==> src/rtl/sfl_pkg.sv <==
// Package for the framed serial link.
// It holds the fixed frame geometry, the frame record and the function
// that turns a frame into its line bits.
// Assumes: six characters, each with start, eight data, parity and stop bits.
package sfl_pkg;

    localparam int NUM_CHARS  = 6;
    localparam int CHAR_BITS  = 11;
    localparam int FRAME_BITS = NUM_CHARS * CHAR_BITS;
    localparam int BODY_BITS  = 8 * NUM_CHARS;

    // Frame fields; cmd sits in the lowest byte so byte k is character k.
    typedef struct packed {
        logic [31:0] data;
        logic [7:0]  addr;
        logic [7:0]  cmd;
    } sfl_frame_t;

    // Build the 66 line bits, bit 0 leaves first.
    function automatic logic [FRAME_BITS-1:0] sfl_pack(input sfl_frame_t f);
        logic [BODY_BITS-1:0]  body;
        logic [FRAME_BITS-1:0] w;
        body = {f.data, f.addr, f.cmd};
        for (int i = 0; i < NUM_CHARS; i++) begin
            w[i*CHAR_BITS +: CHAR_BITS] = {1'b1, ^body[i*8 +: 8], body[i*8 +: 8], 1'b0};
        end
        return w;
    endfunction

endpackage

==> src/rtl/sfl_tx.sv <==
// Transmit serializer.
// On an accepted start strobe it captures a frame and shifts its 66 line
// bits out, holding each bit for OVS cycles.
// Assumes: OVS >= 4; strobes arriving while busy are dropped.
module sfl_tx
    import sfl_pkg::*;
#(
    parameter int OVS = 8
) (
    input  logic       clk,
    input  logic       rst_n,
    input  logic       start,
    input  sfl_frame_t frame_in,
    output logic       busy,
    output logic       line
);
    localparam int CW = $clog2(OVS);
    localparam int BW = $clog2(FRAME_BITS);

    logic [FRAME_BITS-1:0] packed_bits;
    logic [FRAME_BITS-1:0] shreg;
    logic [CW-1:0]         tick;
    logic [BW-1:0]         bitn;

    // Form the line image of the offered frame.
    always_comb packed_bits = sfl_pack(frame_in);

    // Accept a frame when idle, then step one bit every OVS cycles.
    always_ff @(posedge clk) begin
        if (!rst_n) begin
            busy  <= 1'b0;
            line  <= 1'b1;
            shreg <= '0;
            tick  <= '0;
            bitn  <= '0;
        end else if (!busy) begin
            if (start) begin
                busy  <= 1'b1;
                line  <= packed_bits[0];
                shreg <= packed_bits >> 1;
                tick  <= '0;
                bitn  <= '0;
            end
        end else if (tick == CW'(OVS-1)) begin
            tick <= '0;
            if (bitn == BW'(FRAME_BITS-1)) begin
                busy <= 1'b0;
                line <= 1'b1;
            end else begin
                line  <= shreg[0];
                shreg <= shreg >> 1;
                bitn  <= bitn + 1'b1;
            end
        end else begin
            tick <= tick + 1'b1;
        end
    end
endmodule

==> src/rtl/sfl_rx.sv <==
// Receive deserializer.
// It hunts for a start bit, confirms it at mid-bit and samples the other
// ten bits of each character at their middles. It collects six characters
// and reports one outcome per frame.
// Assumes: line is already synchronised and idles high.
module sfl_rx
    import sfl_pkg::*;
#(
    parameter int OVS      = 8,
    parameter int GAP_BITS = 3
) (
    input  logic       clk,
    input  logic       rst_n,
    input  logic       line,
    output sfl_frame_t frame_out,
    output logic       ok,
    output logic       perr,
    output logic       ferr
);
    localparam int CW      = $clog2(OVS);
    localparam int HALF    = OVS / 2;
    localparam int GAP_CYC = GAP_BITS * OVS;
    localparam int GW      = $clog2(GAP_CYC + 1);

    typedef enum logic [1:0] {RX_IDLE, RX_START, RX_BITS, RX_WAIT_HI} rx_state_t;

    rx_state_t            st;
    logic [CW-1:0]        tick;
    logic [3:0]           bitn;
    logic [2:0]           cidx;
    logic [GW-1:0]        gap;
    logic [7:0]           shreg;
    logic                 par;
    logic                 perr_acc;
    logic                 char_bad;
    logic [BODY_BITS-1:0] body;

    // A character is bad when its data and parity bits XOR to 1.
    always_comb char_bad = (^shreg) ^ par;

    assign frame_out = sfl_frame_t'(body);

    // Frame state machine: hunt, confirm start, sample bits, close characters.
    always_ff @(posedge clk) begin
        if (!rst_n) begin
            st       <= RX_IDLE;
            tick     <= '0;
            bitn     <= '0;
            cidx     <= '0;
            gap      <= '0;
            shreg    <= '0;
            par      <= 1'b0;
            perr_acc <= 1'b0;
            body     <= '0;
            ok       <= 1'b0;
            perr     <= 1'b0;
            ferr     <= 1'b0;
        end else begin
            ok   <= 1'b0;
            perr <= 1'b0;
            ferr <= 1'b0;
            case (st)
                RX_IDLE: begin
                    if (!line) begin
                        st   <= RX_START;
                        tick <= '0;
                        gap  <= '0;
                    end else if (cidx != 3'd0) begin
                        if (gap == GW'(GAP_CYC-1)) begin
                            cidx     <= '0;
                            perr_acc <= 1'b0;
                            gap      <= '0;
                        end else begin
                            gap <= gap + 1'b1;
                        end
                    end
                end
                RX_START: begin
                    if (tick == CW'(HALF-1)) begin
                        tick <= '0;
                        bitn <= '0;
                        st   <= line ? RX_IDLE : RX_BITS;
                    end else begin
                        tick <= tick + 1'b1;
                    end
                end
                RX_BITS: begin
                    if (tick == CW'(OVS-1)) begin
                        tick <= '0;
                        bitn <= bitn + 1'b1;
                        if (bitn < 4'd8) begin
                            shreg <= {line, shreg[7:1]};
                        end else if (bitn == 4'd8) begin
                            par <= line;
                        end else if (!line) begin
                            ferr     <= 1'b1;
                            cidx     <= '0;
                            perr_acc <= 1'b0;
                            st       <= RX_WAIT_HI;
                        end else begin
                            body[int'(cidx)*8 +: 8] <= shreg;
                            st <= RX_IDLE;
                            if (cidx == 3'(NUM_CHARS-1)) begin
                                cidx     <= '0;
                                perr_acc <= 1'b0;
                                if (perr_acc || char_bad) perr <= 1'b1;
                                else                      ok   <= 1'b1;
                            end else begin
                                cidx     <= cidx + 1'b1;
                                perr_acc <= perr_acc | char_bad;
                            end
                        end
                    end else begin
                        tick <= tick + 1'b1;
                    end
                end
                default: begin
                    if (line) st <= RX_IDLE;
                end
            endcase
        end
    end
endmodule

==> src/rtl/sfl_presence.sv <==
// Link presence monitor.
// It measures runs of constant line level and keeps a present flag.
// Assumes: line is synchronised; frame_ok is a one-cycle pulse.
module sfl_presence #(
    parameter int IDLE_HIGH_CYC  = 400,
    parameter int LOW_ABSENT_CYC = 800
) (
    input  logic clk,
    input  logic rst_n,
    input  logic line,
    input  logic frame_ok,
    output logic up
);
    localparam int HW = $clog2(IDLE_HIGH_CYC + 1);
    localparam int LW = $clog2(LOW_ABSENT_CYC + 1);

    logic [HW-1:0] hi_run;
    logic [LW-1:0] lo_run;

    // Count consecutive high and low samples, saturating.
    always_ff @(posedge clk) begin
        if (!rst_n) begin
            hi_run <= '0;
            lo_run <= '0;
        end else if (line) begin
            lo_run <= '0;
            if (hi_run != HW'(IDLE_HIGH_CYC)) hi_run <= hi_run + 1'b1;
        end else begin
            hi_run <= '0;
            if (lo_run != LW'(LOW_ABSENT_CYC)) lo_run <= lo_run + 1'b1;
        end
    end

    // Raise on a good frame or a long idle; drop on a long low.
    always_ff @(posedge clk) begin
        if (!rst_n) begin
            up <= 1'b0;
        end else if (frame_ok || (line && hi_run == HW'(IDLE_HIGH_CYC-1))) begin
            up <= 1'b1;
        end else if (!line && lo_run == LW'(LOW_ABSENT_CYC-1)) begin
            up <= 1'b0;
        end
    end
endmodule

==> src/rtl/sfl_link.sv <==
// Framed serial link transceiver top.
// It joins the serializer, the deserializer behind a two-flop input
// synchroniser, and the presence monitor.
// Assumes: clk runs at OVS times the line bit rate.
module sfl_link
    import sfl_pkg::*;
#(
    parameter int OVS            = 8,
    parameter int GAP_BITS       = 3,
    parameter int IDLE_HIGH_CYC  = 400,
    parameter int LOW_ABSENT_CYC = 800
) (
    input  logic        clk,
    input  logic        rst_n,
    input  logic        tx_start,
    input  logic [7:0]  tx_cmd,
    input  logic [7:0]  tx_addr,
    input  logic [31:0] tx_data,
    output logic        tx_busy,
    output logic        tx_line,
    input  logic        rx_line,
    output logic        rx_valid,
    output logic        rx_parity_err,
    output logic        rx_frame_err,
    output logic [7:0]  rx_cmd,
    output logic [7:0]  rx_addr,
    output logic [31:0] rx_data,
    output logic        link_up
);
    logic       sync0, line_s;
    sfl_frame_t tx_frame, rx_frame;

    // Bring the asynchronous input into the clock domain, idle level on reset.
    always_ff @(posedge clk) begin
        if (!rst_n) begin
            sync0  <= 1'b1;
            line_s <= 1'b1;
        end else begin
            sync0  <= rx_line;
            line_s <= sync0;
        end
    end

    assign tx_frame = '{data: tx_data, addr: tx_addr, cmd: tx_cmd};

    sfl_tx #(.OVS(OVS)) i_tx (
        .clk(clk), .rst_n(rst_n), .start(tx_start), .frame_in(tx_frame),
        .busy(tx_busy), .line(tx_line)
    );

    sfl_rx #(.OVS(OVS), .GAP_BITS(GAP_BITS)) i_rx (
        .clk(clk), .rst_n(rst_n), .line(line_s), .frame_out(rx_frame),
        .ok(rx_valid), .perr(rx_parity_err), .ferr(rx_frame_err)
    );

    sfl_presence #(.IDLE_HIGH_CYC(IDLE_HIGH_CYC), .LOW_ABSENT_CYC(LOW_ABSENT_CYC)) i_pres (
        .clk(clk), .rst_n(rst_n), .line(line_s), .frame_ok(rx_valid), .up(link_up)
    );

    assign rx_cmd  = rx_frame.cmd;
    assign rx_addr = rx_frame.addr;
    assign rx_data = rx_frame.data;
endmodule

==> config.mk <==
export PLATFORM = sky130hd
export DESIGN_NAME = sfl_link
export DESIGN_NICKNAME = d
export VERILOG_FILES = /design/src/rtl/sfl_pkg.sv /design/src/rtl/sfl_tx.sv /design/src/rtl/sfl_rx.sv /design/src/rtl/sfl_presence.sv /design/src/rtl/sfl_link.sv
export SDC_FILE = /design/constraint.sdc
export NUM_CORES = 1
export LEC_CHECK = 0
export ABC_CLOCK_PERIOD_IN_PS = 2840
export BUFFER_PORTS_ARGS = -buffer_cell sky130_fd_sc_hd__buf_2
export CAP_MARGIN = 20
export CELL_PAD_IN_SITES_DETAIL_PLACEMENT = 0
export CELL_PAD_IN_SITES_GLOBAL_PLACEMENT = 1
export CORE_ASPECT_RATIO = 1.4
export CORE_MARGIN = 3
export CORE_UTILIZATION = 45
export CTS_BUF_LIST = sky130_fd_sc_hd__clkbuf_16
export CTS_CLUSTER_DIAMETER = 120
export CTS_CLUSTER_SIZE = 14
export DETAILED_ROUTE_END_ITERATION = 10
export PLACE_DENSITY_LB_ADDON = 0.1
export SLEW_MARGIN = 20
export SYNTH_ARGS = -nofsm -noshare
export SYNTH_HDL_FRONTEND = slang
export SYNTH_SLANG_ARGS = --single-unit
==> constraint.sdc <==
create_clock -name clk -period 2.84 [get_ports clk]
set_input_delay 0.284 -clock clk [delete_from_list [all_inputs] [get_ports clk]]
set_output_delay 0.284 -clock clk [all_outputs]
set_load 0.05 [all_outputs]
# Word-level counts from Yosys, hierarchy flattened
# Cells that the tools add are included.
[op_classes] addsub=9 order_cmp=1 n_eq_ne=24 shifts=2 n_mux=62 bitwise_logic=9 n_reduce_logical=34
[op_table] operator="$mux 66" count=4
[op_table] operator="$reduce_xor 8->1" count=7
[op_table] operator="$bwmux 48" count=1
[op_table] operator="$shift 8x33->48 const A" count=1
[op_table] operator="$shiftx 8x33->48" count=1
[op_table] operator="$mux 3" count=14
[op_table] operator="$neg 6->33" count=1
[op_table] operator="$mux 7" count=4
[op_table] operator="$mux 1" count=21
[op_table] operator="$mux 2" count=8
[op_table] operator="$mux 5" count=3
[op_table] operator="$ne 2x2->1 const B" count=6
[op_table] operator="$add 10x1->10 const B" count=1
[op_table] operator="$eq 10x10->1 const B" count=1
[op_table] operator="$ne 10x10->1 const B" count=1
[op_table] operator="$ne 2x1->1 const B" count=5
[op_table] operator="$add 3x1->3 const B" count=3
[op_table] operator="$add 9x1->9 const B" count=1
[op_table] operator="$eq 3x3->1 const B" count=3
[op_table] operator="$eq 9x9->1 const B" count=1
[op_table] operator="$ne 9x9->1 const B" count=1
[op_table] operator="$pmux 3 s3" count=1
[op_table] operator="$reduce_and 3->1" count=3
[op_table] operator="$mux 4" count=2
[op_table] operator="other kinds (32)" count=47
[totals] register_bits=178 word_cells=163

# Logic depth before layout (Yosys ltp)
[depth] depth_word=9 depth_mapped=10 depth_no_buf=8

# By module
# Synthesis repeated with hierarchy kept, for this count alone.
[unflattened] hier_cells=985 area_unflattened_um2=8911.0
[by_module_without_submodules] module="sfl_tx" n_inst=1 cells_per_inst=405 area_per_inst_um2=4022.6 seq_area_each_um2=1541.5
[by_module_without_submodules] module="sfl_rx" n_inst=1 cells_per_inst=461 area_per_inst_um2=3832.4 seq_area_each_um2=1561.5
[by_module_without_submodules] module="sfl_presence" n_inst=1 cells_per_inst=115 area_per_inst_um2=1003.5 seq_area_each_um2=400.4
[by_module_without_submodules] module="sfl_link" n_inst=1 cells_per_inst=4 area_per_inst_um2=52.6 seq_area_each_um2=40.0

# Least setup slack after synthesis
# OpenSTA, ideal clock, no wires.
[synth_path] path_type="flip-flop to flip-flop" from="reg i_rx.cidx[0]" to="reg i_rx.body[32] (netlist: i_rx.frame_out[32])" setup_ns=0.117 arrival_time_ns=2.493 slack_ns=0.230 stages_incl_launch_ff=10 period_less_slack_ns=2.610 cell_sequence="dfxtp_1 buf_2 inv_1 ha_1 ha_1 nor2b_1 nand4_2 a2111oi_4 mux2i_1 nor2b_1"
[synth_between] elab_chain_cells=3 word_cells_on_any_way=4 classes_between="add/sub: 1; shift: 2; mux: 1"
[synth_rtl] item="from (decl)" line="sfl_rx.sv:30" source="logic [2:0] cidx;"
[synth_rtl] item="from (signal assigned)" line="sfl_rx.sv:109" source="cidx <= cidx + 1'b1;"
[synth_rtl] item="$neg 6->33 *" line="sfl_rx.sv:101" source="body[int'(cidx)*8 +: 8] <= shreg;"
[synth_rtl] item="$shiftx 8x33->48 / $shift 8x33->48 (equally long branches)" line="sfl_rx.sv:101"
[synth_rtl] item="$bwmux 48 *" line="sfl_rx.sv:101"
[synth_rtl] item="to (signal, indexed assignment)" line="sfl_rx.sv:101"
[synth_rtl] item="to (decl)" line="sfl_rx.sv:36" source="logic [BODY_BITS-1:0] body;"
# Every way passes the cells marked *; elsewhere a longest branch is shown, timed or not.
# A chain may end at the register's enable or synchronous reset.

# Worst setup path after layout
[layout_path] from="reg i_rx.cidx[1]" to="reg i_rx.body[17] (netlist: i_rx.frame_out[17])"
# Same word-level chain as after synthesis.

==> metrics.csv <==
metric,value,unit
overflow,0,
p_total,5.56,mW
layout.nets,1071,
ys_seq_elements,177,
vias,6452,
wire_per_inst,14.5,µm
die_height,169,µm
root_buffer,clkbuf_16,
antenna_cells,0,
cts_setup_buffers,0,
status,finished clean,
dieArea,20700,µm²
hold_slack,0.0520,ns
layout-drive-gt1-share,0.174,
netlist_area,8520,µm²
setup_violations,0,
grt.total_usage,0.179,
grt_pass1_wl,30.2,mm
slew_headroom,0.412,
io_buffers,105,
drtIter0Drc,231,
ys_warn_count,0,
cts.htree.levels,4,
final_cell_mix,"176 x dfxtp_1, 104 x buf_2, 97 x nand2_1",
fin_util,0.543,
syn_inst,902,
setup_slack,0.348,ns
pre_cts_slack,0.357,ns
cts_sinks,177,
die_w,122,µm
firstDrtPassIters,4,
fill_cells,1781,
crit_arrival,2.85,ns
hold_buffers,0,
clk_path_buf_depth,2,
numCtsBuffers,17,
ys_async_sr_fraction,0,
post-place-cells,1216,
rows,58,
cpPeakStageDelay,0.62,ns
initial_core_util,0.466,
gp_congestion,0.760,
worstPathRequired,3.20,ns
p_per_area,560,nW/µm²
synth_top_flop_cell,dfxtp_1,
worst-setup-path-type,register to register,
dp_hpwl,12.7,mm
avgSynthCellArea,9.45,µm²
place_area,9320,µm²
cts_tree,built,
finalMaxSlewViolations,0,
grt_start_max_net_pins,90,
core_area,18300,µm²
tightest_slew,0.882,ns
synthToLayoutAreaGrowth,16.5,%
cp_slowest_cell,or4_4,
skew,0.00904,ns
antenna_found_initial,0,
synth_fp_nets,978,
clock_latency,0.43,ns
postRouteAntennaNets,0,
rsz0062_at_grt,no,
grt_pass1_vias,6120,
pin_count,106,
ir_drop,0.358,mV
min_path_type,input pin to register,
finalHoldViolCount,0,
layout_commonest_cell,dfxtp_1,
tns,0,ns
path_cells,"inv_1, ha_1, ha_1, nand3_1, or4_4, or3b_1, a21boi_1",
routed_via_density,5.17,
fmax,401,MHz
crit_fanout,11,
synth-seq-area-share,0.416,
setup.worst_path.start_class,register,
fin_crit_sh,0.877,
endpoint_kind,register,
clk_pin_slew,0.07,ns
drv_cap,0,
instances_no_fill,1248,
min_period,2.49,ns
yosys.cell_types.count,57,
wirelength,18.1,mm
leakagePower,4.36,nW
ctsResizeCount,0,
crit_path_frequent_cell,ha_1,
fin_area,9930,µm²
drc,0,
synth-edff-count,0,
## worst paths after layout
kind,start,end,slack (ns),cells past startpoint
hold reg to reg,sync0$_SDFF_PN1_,line_s$_SDFF_PN1_,0.41,1
hold / removal,rx_line,sync0$_SDFF_PN1_,0.05,2
setup reg to reg,i_rx.cidx[1]$_SDFFE_PN0P_,i_rx.frame_out[17]$_SDFFE_PN0P_,0.35,7
setup / recovery,i_rx.cidx[1]$_SDFFE_PN0P_,i_rx.frame_out[17]$_SDFFE_PN0P_,0.35,7
## cell usage after synthesis, types with 2 or more instances
library cell | instances | area (µm²)
a21boi_0 | 28 | 210
a21boi_1 | 3 | 22.5
a21oi_1 | 22 | 110
a22oi_1 | 7 | 52.6
and2_1 | 7 | 43.8
and3_1 | 7 | 43.8
buf_2 | 4 | 20.0
clkbuf_1 | 45 | 169
dfxtp_1 | 177 | 3540
ha_1 | 24 | 300
inv_1 | 20 | 75.1
mux2_2 | 2 | 22.5
mux2i_1 | 85 | 851
nand2_1 | 98 | 368
nand2b_1 | 21 | 131
nand3_1 | 39 | 195
nand3b_1 | 4 | 30.0
nand4_1 | 6 | 37.5
nor2_1 | 34 | 128
nor2b_1 | 64 | 400
nor3_1 | 8 | 40.0
nor3b_1 | 6 | 45.0
nor4_1 | 4 | 25.0
nor4b_1 | 2 | 17.5
o2111ai_1 | 6 | 52.6
o211a_1 | 48 | 480
o21ai_0 | 27 | 135
o221a_2 | 5 | 56.3
or3_1 | 11 | 68.8
or3b_1 | 2 | 17.5
xnor2_1 | 47 | 412
xor2_1 | 14 | 123
## layout make-up
| class | instances | area (µm²) | share of cell area |
|---|---|---|---|
| inverters | 20 | 75.1 | 0.00756 |
| well taps | 240 | 300 | 0.0302 |
| repair buffers | 125 | 691 | 0.0695 |
| clock inverters | 15 | 184 | 0.0185 |
| multi-input cells | 654 | 4710 | 0.474 |
| flip-flops and latches | 177 | 3550 | 0.357 |
| clock buffers | 17 | 425 | 0.0428 |
## critical path: cells and delay by family, from the launching register on
family,cells,cell delay (ns)
AO/OA/AOI/OAI,1,0.14
adder cells (fa/ha/maj),2,0.62
buffers and inverters,1,0.11
flip-flops,1,0.38
AND/OR/NAND/NOR,3,1.18
## flip-flops by register name (all words and copies together), names as in the netlist, 2 cells and up
signal,count
i_tx.shreg,65
i_rx.frame_out,48
i_pres.lo_run,10
i_pres.hi_run,9
i_rx.shreg,8
i_tx.bitn,7
i_rx.gap,5
i_rx.bitn,4
i_rx.cidx,3
i_rx.tick,3
i_tx.tick,3
i_rx.st,2
## power breakdown
group / total (mW) / switching (mW) / leakage, nW / internal (mW)
clock: 2.40 / 1.01 / 0.292 / 1.39
sequential: 2.62 / 0.0484 / 1.44 / 2.57
combinational: 0.546 / 0.289 / 2.63 / 0.257
## cells by family (layout without fill, tap and decap cells)
| logic type | after synthesis | count (layout) | share of synthesized area |
|---|---|---|---|
| AOI/OAI and AO/OA | 156 | 156 | 0.146 |
| muxes | 87 | 87 | 0.102 |
| adders and majority gates | 24 | 24 | 0.0352 |
| xor gates and xnor gates | 62 | 62 | 0.0653 |
| DFF | 177 | 177 | 0.416 |
| and+or+nand+nor | 325 | 325 | 0.202 |
| buffers and inverters | 71 | 177 | 0.0327 |
## routing by layer
layer,up-vias,global-route usage,routed length (µm)
met5,-,0,0
met4,0,0.0453,177
met3,14,0.0364,483
met2,76,0.322,9330
met1,3031,0.216,8070
li1,3331,-,-
Power figures use the tool's default switching activity.
